`src/rtl/lcb_pkg.sv`:
```
package lcb_pkg;

  typedef enum logic [2:0] {
    ACT_NONE  = 3'd0,
    ACT_JOIN  = 3'd1,
    ACT_DROP  = 3'd2,
    ACT_OPEN  = 3'd3,
    ACT_STALL = 3'd4,
    ACT_EMIT  = 3'd5
  } lcb_act_e;

  // position inside the 2x2 area: row parity is the upper bit
  function automatic logic [1:0] quad_pos(input logic row_lsb, input logic col_lsb);
    return {row_lsb, col_lsb};
  endfunction

  function automatic logic [3:0] quad_onehot(input logic [1:0] pos);
    return 4'b0001 << pos;
  endfunction

endpackage

```
`src/rtl/lcb_match.sv`:
```
module lcb_match #(
  parameter int SLOTS = 4,
  parameter int KR_W  = 7,
  parameter int KC_W  = 7,
  parameter int TS_W  = 10,
  parameter int IDX_W = 2
) (
  input  logic [SLOTS-1:0]           slot_open,
  input  logic [SLOTS-1:0][KR_W-1:0] slot_row,
  input  logic [SLOTS-1:0][KC_W-1:0] slot_col,
  input  logic [SLOTS-1:0][TS_W-1:0] slot_ts,
  input  logic [KR_W-1:0]            key_row,
  input  logic [KC_W-1:0]            key_col,
  input  logic [TS_W-1:0]            key_ts,
  output logic                       hit,
  output logic [IDX_W-1:0]           hit_idx,
  output logic                       free_any,
  output logic [IDX_W-1:0]           free_idx
);

  logic [SLOTS-1:0] same;

  genvar g;
  generate
    for (g = 0; g < SLOTS; g++) begin : g_cmp
      assign same[g] = slot_open[g] && (slot_row[g] == key_row) &&
                       (slot_col[g] == key_col) && (slot_ts[g] == key_ts);
    end
  endgenerate

  always_comb begin
    hit      = 1'b0;
    hit_idx  = '0;
    free_any = 1'b0;
    free_idx = '0;
    for (int i = 0; i < SLOTS; i++) begin
      if (same[i] && !hit) begin
        hit     = 1'b1;
        hit_idx = IDX_W'(i);
      end
      if (!slot_open[i] && !free_any) begin
        free_any = 1'b1;
        free_idx = IDX_W'(i);
      end
    end
  end

endmodule

```
`src/rtl/lcb_age_fifo.sv`:
```
module lcb_age_fifo #(
  parameter int SLOTS = 4,
  parameter int IDX_W = 2,
  parameter int CNT_W = 3
) (
  input  logic             clk,
  input  logic             rst_n,
  input  logic             push,
  input  logic [IDX_W-1:0] push_idx,
  input  logic             pop,
  output logic [IDX_W-1:0] head_idx,
  output logic [CNT_W-1:0] count
);

  logic [SLOTS-1:0][IDX_W-1:0] order_q;
  logic [IDX_W-1:0]            wr_q;
  logic [IDX_W-1:0]            rd_q;

  function automatic logic [IDX_W-1:0] bump(input logic [IDX_W-1:0] p);
    return (p == IDX_W'(SLOTS - 1)) ? '0 : p + 1'b1;
  endfunction

  assign head_idx = order_q[rd_q];

  always_ff @(posedge clk) begin
    if (!rst_n) begin
      order_q <= '0;
      wr_q    <= '0;
      rd_q    <= '0;
      count   <= '0;
    end else begin
      if (push) begin
        order_q[wr_q] <= push_idx;
        wr_q          <= bump(wr_q);
      end
      if (pop) begin
        rd_q <= bump(rd_q);
      end
      if (push && !pop) begin
        count <= count + 1'b1;
      end else if (pop && !push) begin
        count <= count - 1'b1;
      end
    end
  end

endmodule

```
`src/rtl/lcb_slot_bank.sv`:
```
module lcb_slot_bank #(
  parameter int SLOTS = 4,
  parameter int KR_W  = 7,
  parameter int KC_W  = 7,
  parameter int TS_W  = 10,
  parameter int E_W   = 4,
  parameter int IDX_W = 2
) (
  input  logic                        clk,
  input  logic                        rst_n,
  input  logic                        open_we,
  input  logic [IDX_W-1:0]            open_idx,
  input  logic [KR_W-1:0]             new_row,
  input  logic [KC_W-1:0]             new_col,
  input  logic [TS_W-1:0]             new_ts,
  input  logic                        join_we,
  input  logic [IDX_W-1:0]            join_idx,
  input  logic [1:0]                  pos,
  input  logic [E_W-1:0]              energy,
  input  logic                        clr_we,
  input  logic [IDX_W-1:0]            clr_idx,
  output logic [SLOTS-1:0]            slot_open,
  output logic [SLOTS-1:0][KR_W-1:0]  slot_row,
  output logic [SLOTS-1:0][KC_W-1:0]  slot_col,
  output logic [SLOTS-1:0][TS_W-1:0]  slot_ts,
  output logic [SLOTS-1:0][3:0]       slot_mask,
  output logic [SLOTS-1:0][4*E_W-1:0] slot_en
);

  import lcb_pkg::*;

  always_ff @(posedge clk) begin
    if (!rst_n) begin
      slot_open <= '0;
      slot_row  <= '0;
      slot_col  <= '0;
      slot_ts   <= '0;
      slot_mask <= '0;
      slot_en   <= '0;
    end else begin
      for (int i = 0; i < SLOTS; i++) begin
        if (open_we && open_idx == IDX_W'(i)) begin
          slot_open[i] <= 1'b1;
          slot_row[i]  <= new_row;
          slot_col[i]  <= new_col;
          slot_ts[i]   <= new_ts;
          slot_mask[i] <= quad_onehot(pos);
          slot_en[i]   <= (4*E_W)'(energy) << (pos * E_W);
        end else if (join_we && join_idx == IDX_W'(i)) begin
          slot_mask[i] <= slot_mask[i] | quad_onehot(pos);
          slot_en[i][pos*E_W +: E_W] <= energy;
        end
        if (clr_we && clr_idx == IDX_W'(i)) begin
          slot_open[i] <= 1'b0;
        end
      end
    end
  end

endmodule

```
`src/rtl/lane_cluster_builder.sv`:
```
module lane_cluster_builder #(
  parameter int ROW_W = 8,
  parameter int COL_W = 8,
  parameter int TS_W  = 10,
  parameter int E_W   = 4,
  parameter int SLOTS = 4
) (
  input  logic               clk,
  input  logic               rst_n,
  input  logic               in_valid,
  output logic               in_ready,
  input  logic [ROW_W-1:0]   in_row,
  input  logic [COL_W-1:0]   in_col,
  input  logic [TS_W-1:0]    in_ts,
  input  logic [E_W-1:0]     in_energy,
  output logic               out_valid,
  input  logic               out_ready,
  output logic [ROW_W-2:0]   out_row,
  output logic [COL_W-2:0]   out_col,
  output logic [TS_W-1:0]    out_ts,
  output logic [3:0]         out_mask,
  output logic [4*E_W-1:0]   out_energy,
  output logic               dup_drop
);

  import lcb_pkg::*;

  localparam int KR_W  = ROW_W - 1;
  localparam int KC_W  = COL_W - 1;
  localparam int IDX_W = (SLOTS > 1) ? $clog2(SLOTS) : 1;
  localparam int CNT_W = $clog2(SLOTS + 1);

  logic [SLOTS-1:0]            slot_open;
  logic [SLOTS-1:0][KR_W-1:0]  slot_row;
  logic [SLOTS-1:0][KC_W-1:0]  slot_col;
  logic [SLOTS-1:0][TS_W-1:0]  slot_ts;
  logic [SLOTS-1:0][3:0]       slot_mask;
  logic [SLOTS-1:0][4*E_W-1:0] slot_en;

  logic [KR_W-1:0]  key_row;
  logic [KC_W-1:0]  key_col;
  logic [1:0]       pos;
  logic             hit;
  logic [IDX_W-1:0] hit_idx;
  logic             free_any;
  logic [IDX_W-1:0] free_idx;
  logic [IDX_W-1:0] head_idx;
  logic [CNT_W-1:0] open_cnt;
  lcb_act_e         act;

  // named events for the checker
  logic ev_alloc;
  logic ev_join;
  logic ev_release;

  assign key_row = in_row[ROW_W-1:1];
  assign key_col = in_col[COL_W-1:1];
  assign pos     = quad_pos(in_row[0], in_col[0]);

  lcb_match #(
    .SLOTS(SLOTS), .KR_W(KR_W), .KC_W(KC_W), .TS_W(TS_W), .IDX_W(IDX_W)
  ) u_match (
    .slot_open (slot_open),
    .slot_row  (slot_row),
    .slot_col  (slot_col),
    .slot_ts   (slot_ts),
    .key_row   (key_row),
    .key_col   (key_col),
    .key_ts    (in_ts),
    .hit       (hit),
    .hit_idx   (hit_idx),
    .free_any  (free_any),
    .free_idx  (free_idx)
  );

  always_comb begin
    act = ACT_NONE;
    if (in_valid) begin
      if (hit) begin
        act = slot_mask[hit_idx][pos] ? ACT_DROP : ACT_JOIN;
      end else begin
        act = free_any ? ACT_OPEN : ACT_STALL;
      end
    end else if (open_cnt != '0) begin
      act = ACT_EMIT;
    end
  end

  assign in_ready   = (act != ACT_STALL);
  assign out_valid  = (act == ACT_STALL) || (act == ACT_EMIT);
  assign dup_drop   = (act == ACT_DROP);
  assign ev_alloc   = (act == ACT_OPEN);
  assign ev_join    = (act == ACT_JOIN);
  assign ev_release = out_valid && out_ready;

  lcb_age_fifo #(
    .SLOTS(SLOTS), .IDX_W(IDX_W), .CNT_W(CNT_W)
  ) u_age (
    .clk      (clk),
    .rst_n    (rst_n),
    .push     (ev_alloc),
    .push_idx (free_idx),
    .pop      (ev_release),
    .head_idx (head_idx),
    .count    (open_cnt)
  );

  lcb_slot_bank #(
    .SLOTS(SLOTS), .KR_W(KR_W), .KC_W(KC_W), .TS_W(TS_W), .E_W(E_W), .IDX_W(IDX_W)
  ) u_bank (
    .clk       (clk),
    .rst_n     (rst_n),
    .open_we   (ev_alloc),
    .open_idx  (free_idx),
    .new_row   (key_row),
    .new_col   (key_col),
    .new_ts    (in_ts),
    .join_we   (ev_join),
    .join_idx  (hit_idx),
    .pos       (pos),
    .energy    (in_energy),
    .clr_we    (ev_release),
    .clr_idx   (head_idx),
    .slot_open (slot_open),
    .slot_row  (slot_row),
    .slot_col  (slot_col),
    .slot_ts   (slot_ts),
    .slot_mask (slot_mask),
    .slot_en   (slot_en)
  );

  assign out_row    = slot_row[head_idx];
  assign out_col    = slot_col[head_idx];
  assign out_ts     = slot_ts[head_idx];
  assign out_mask   = slot_mask[head_idx];
  assign out_energy = slot_en[head_idx];

endmodule

```
`config.mk`:
```
export PLATFORM = sky130hd
export DESIGN_NAME = lane_cluster_builder
export DESIGN_NICKNAME = d
export VERILOG_FILES = /design/src/rtl/lcb_pkg.sv /design/src/rtl/lcb_match.sv /design/src/rtl/lcb_age_fifo.sv /design/src/rtl/lcb_slot_bank.sv /design/src/rtl/lane_cluster_builder.sv
export SDC_FILE = /design/constraint.sdc
export NUM_CORES = 1
export LEC_CHECK = 0
export ABC_AREA = 1
export ABC_CLOCK_PERIOD_IN_PS = 8400
export BUFFER_PORTS_ARGS = -buffer_cell sky130_fd_sc_hd__buf_2
export CAP_MARGIN = 30
export CORE_MARGIN = 3
export CORE_UTILIZATION = 45
export DETAILED_ROUTE_END_ITERATION = 8
export GPL_ROUTABILITY_DRIVEN = 1
export GPL_TIMING_DRIVEN = 0
export PLACE_DENSITY = 0.59
export SYNTH_ARGS = -nofsm -noshare
export SYNTH_HDL_FRONTEND = slang
export SYNTH_SLANG_ARGS = --single-unit
```
`constraint.sdc`:
```
create_clock -name clk -period 8.4 [get_ports clk]
set_clock_uncertainty 0.05 [all_clocks]
set_input_delay 0.42 -clock clk [delete_from_list [all_inputs] [get_ports clk]]
set_output_delay 0.42 -clock clk [all_outputs]
set_load 0.02 [all_outputs]
```
==> results.py <==
metrics = {
    "outcome": {
        "status": "completed",
    },
    "sta": {
        "worst_pin_slew_ns": 0.972,
        "slew_headroom": 0.352,
        "slew_viol_final": 0,
        "setup_tns_ns": 0,
        "period_needed_ns": 4.72,
        "fin_ws_ns": 3.68,
        "fmax_mhz": 212,
        "setup_viol": 0,
        "finalHoldViolCount": 0,
        "min_period_over_period": 0.562,
        "rsz0062_at_grt": "no",
    },
    "routing": {
        "viasPerCell": 5.80,
        "remaining_drc_errors": 0,
        "routedWlPerCell_um": 22.9,
        "antenna_left": 0,
        "drt_iter0_markers": 1402,
        "firstDrtPassIters": 7,
        "num_vias": 12900,
        "wirelength_um": 51100,
    },
    "worst_setup_path": {
        "cp_max_fo": 10,
        "reg2regPathDepth": 25,
        "end_kind": "primary output",
        "reg2reg_to": "u_age.count[2]",
        "arrival_ns": 4.25,
        "path_cells": "inv_1 -> nand2_1 -> nand3_1 -> nand2_1 -> clkinv_1 -> nand2_1 -> clkbuf_1 -> o221ai_1 -> buf_2",
        "crit_path_top_delay_cell": "clkbuf_1",
        "crit_top_cell": "nand2_1",
        "cp.required_ns": 7.93,
        "critPathKind": "flip-flop to primary output",
        "rr_startpoint": "u_bank.slot_ts[20]",
        "max_stage_delay_ns": 0.76,
        "critical_path_buf_inv_count": 4,
        "startpoint_type": "flip-flop",
        "cp_top_family": "buffers and inverters",
        "worst-r2r-setup-slack_ns": 3.93,
    },
    "global_route": {
        "antenna_found_initial": 0,
        "grt_usage": 0.356,
        "grt_pass1_wl_um": 75600,
        "grt_pass1_vias": 12200,
        "grt_max_degree": 21,
        "grt_overflow": 0,
    },
    "floorplan": {
        "start_util": 0.459,
        "die_w_um": 167,
        "dieArea_mm2": 0.0277,
        "core_region_area_mm2": 0.0253,
        "die_h_um": 167,
        "pin_count": 81,
        "rows": 58,
    },
    "placement": {
        "port_buffers": 59,
        "place_inst": 2200,
        "dpl.hpwl_um": 39100,
        "gp_congestion": 1.05,
        "dpl_worst_slack_ns": 3.75,
    },
    "finish": {
        "stdcell_count": 2232,
        "syn2layout_area_growth_pct": 11.3,
        "antenna_cells": 0,
        "fin_nets": 1934,
        "drive_above_1_share": 0.0946,
    },
    "power_and_ir_drop": {
        "cellInternalPower_uw": 1570,
        "peakVddDrop_uv": 98.0,
        "switching_share": 0.374,
        "power_frac_clock": 0.350,
        "leakage_uw": 0.00539,
        "total_power_uw": 2500,
        "switchingPower_uw": 934,
        "p_per_area_mw_per_mm2": 194,
        "combPwrFrac": 0.246,
        "p_seq_frac": 0.404,
    },
    "cts": {
        "cts-buffers-inserted": 17,
        "tritoncts": "done",
        "root_buffer": "clkbuf_16",
        "clk_pin_slew_ns": 0.09,
        "clock_latency_ns": 0.46,
        "cts_num_sinks": 195,
        "cts_hold_buf": 0,
        "post_cts_resize_count": 0,
        "htree_levels": 4,
        "cts_buffer_depth": 2,
        "cts_setup_buffers": 0,
    },
    "yosys": {
        "syn_area_mm2": 0.0116,
        "async_flop_share": 0,
        "syn_nets": 1856,
        "synthFlopType": "dfxtp_1",
        "yosysWarnings": 0,
        "synth.distinct_cells": 42,
        "ys_seq_elements": 195,
        "synth-seq-area-share": 0.337,
        "synth_enable_flop_cells": 0,
        "avgSynthCellArea_um2": 6.40,
        "synthCells": 1811,
    },
    "min_path": {
        "min_to": "u_bank.slot_ts[20]",
        "worstHoldStart": "in_ts[0]",
        "hold_depth": 3,
        "hold_path_class": "input port to flip-flop",
    },
    "job": {
        "max_cap_viol_count": 0,
    },
}
==> power by group through the flow <==
| stage | Clock, µW | Combinational, µW | Sequential, µW |
|---|---|---|---|
| after floorplan | 0 | 372 | 1020 |
| after global placement | 0 | 595 | 1030 |
| after detailed placement | 0 | 598 | 1030 |
| after CTS | 877 | 599 | 1010 |
| after global routing | 913 | 654 | 1020 |
| final | 874 | 615 | 1010 |
==> metrics by stage <==
| stage | area [µm²] | hold slack [ns] | utilization |
|---|---|---|---|
| after floorplan | 11600 | 0.389 | - |
| final | 12900 | 0.246 | 0.511 |
| after global routing | 12900 | 0.272 | 0.511 |
| after CTS | 12900 | 0.245 | 0.511 |
| after global placement | 12300 | 0.403 | 0.487 |
| after detailed placement | 12300 | 0.407 | 0.487 |
==> logic make-up after synthesis <==
group | share of synthesized area
xor+xnor | 0.0227
compound gates | 0.223
buf+inv | 0.110
flops | 0.337
simple gates | 0.296
fa+ha+maj | 0.0125
==> tightest hold or removal path, delay by kind of cell <==
| family | cells | cell delay, ns |
|---|---|---|
| buf+inv | 2 | 0.24 |
| compound gates | 1 | 0.05 |
==> state kept, by name, indices dropped and copies added (netlist names) <==
signal            cells
u_bank.slot_ts       40
u_bank.slot_col      28
u_age.rd_q            2
u_bank.slot_row      28
u_bank.slot_open      4
u_bank.slot_en       64
u_bank.slot_mask     16
u_age.wr_q            2
u_age.count           3
u_age.order_q         8
==> layout make-up <==
cell class              count  area, µm²
fillers                  2758      12300
repair buffers             59        295
clock buffers              17        425
clock inverters            15        180
plain buffers             106        548
inverters                 193        724
flip-flops and latches    195       3900
well taps                 330        413
multi-input cells        1317       6420
==> worst max-delay path by stage <==
stage | from | end | slack (ns) | depth (start not counted)
after global placement | in_ts[0] | u_age.count[2] | 3.84 | 26
after floorplan | in_row[4] | u_age.count[2] | 4.95 | 28
after global routing | u_bank.slot_ts[20] | u_age.count[2] | 3.65 | 25
after CTS | u_age.rd_q[0] | out_energy[14] | 3.83 | 9
final | u_age.rd_q[0] | out_energy[14] | 3.68 | 9
after detailed placement | in_ts[0] | u_age.count[2] | 3.75 | 26
==> routing by layer <==
metal  global-route usage  vias up  wire (µm)
met1                0.449     6020      20500
met4                0.213        0       3300
met5                    0        -          0
li1                     -     6134          -
met3               0.0451      152       3700
met2                0.586      630      23600
==> cells in the mapped netlist, types with 29 or more instances <==
library cell	instances	area (µm²)
a21oi_1	134	671
a22oi_1	44	330
buf_2	29	145
clkbuf_1	56	210
dfxtp_1	195	3900
inv_1	178	668
nand2_1	412	1550
nand3_1	96	480
nor2_1	229	860
o21ai_0	190	951
o21ai_1	46	230
==> placed cells by master (no fill, tap or decap), drive strengths merged, types with 2 or more instances in the layout <==
cell     count
nand2      425
o21ai      236
nor2       235
inv        197
dfxtp      195
a21oi      135
buf        108
nand3      102
clkbuf      74
a22oi       44
xnor2       27
nand4       27
o221ai      27
o211ai      13
ha          10
clkinv      10
nor3         8
nor4         8
xor2         3
nor4b        3
or2          2
o2111ai      2
o22ai        2
and2         2
Power figures use the tool's default switching activity.
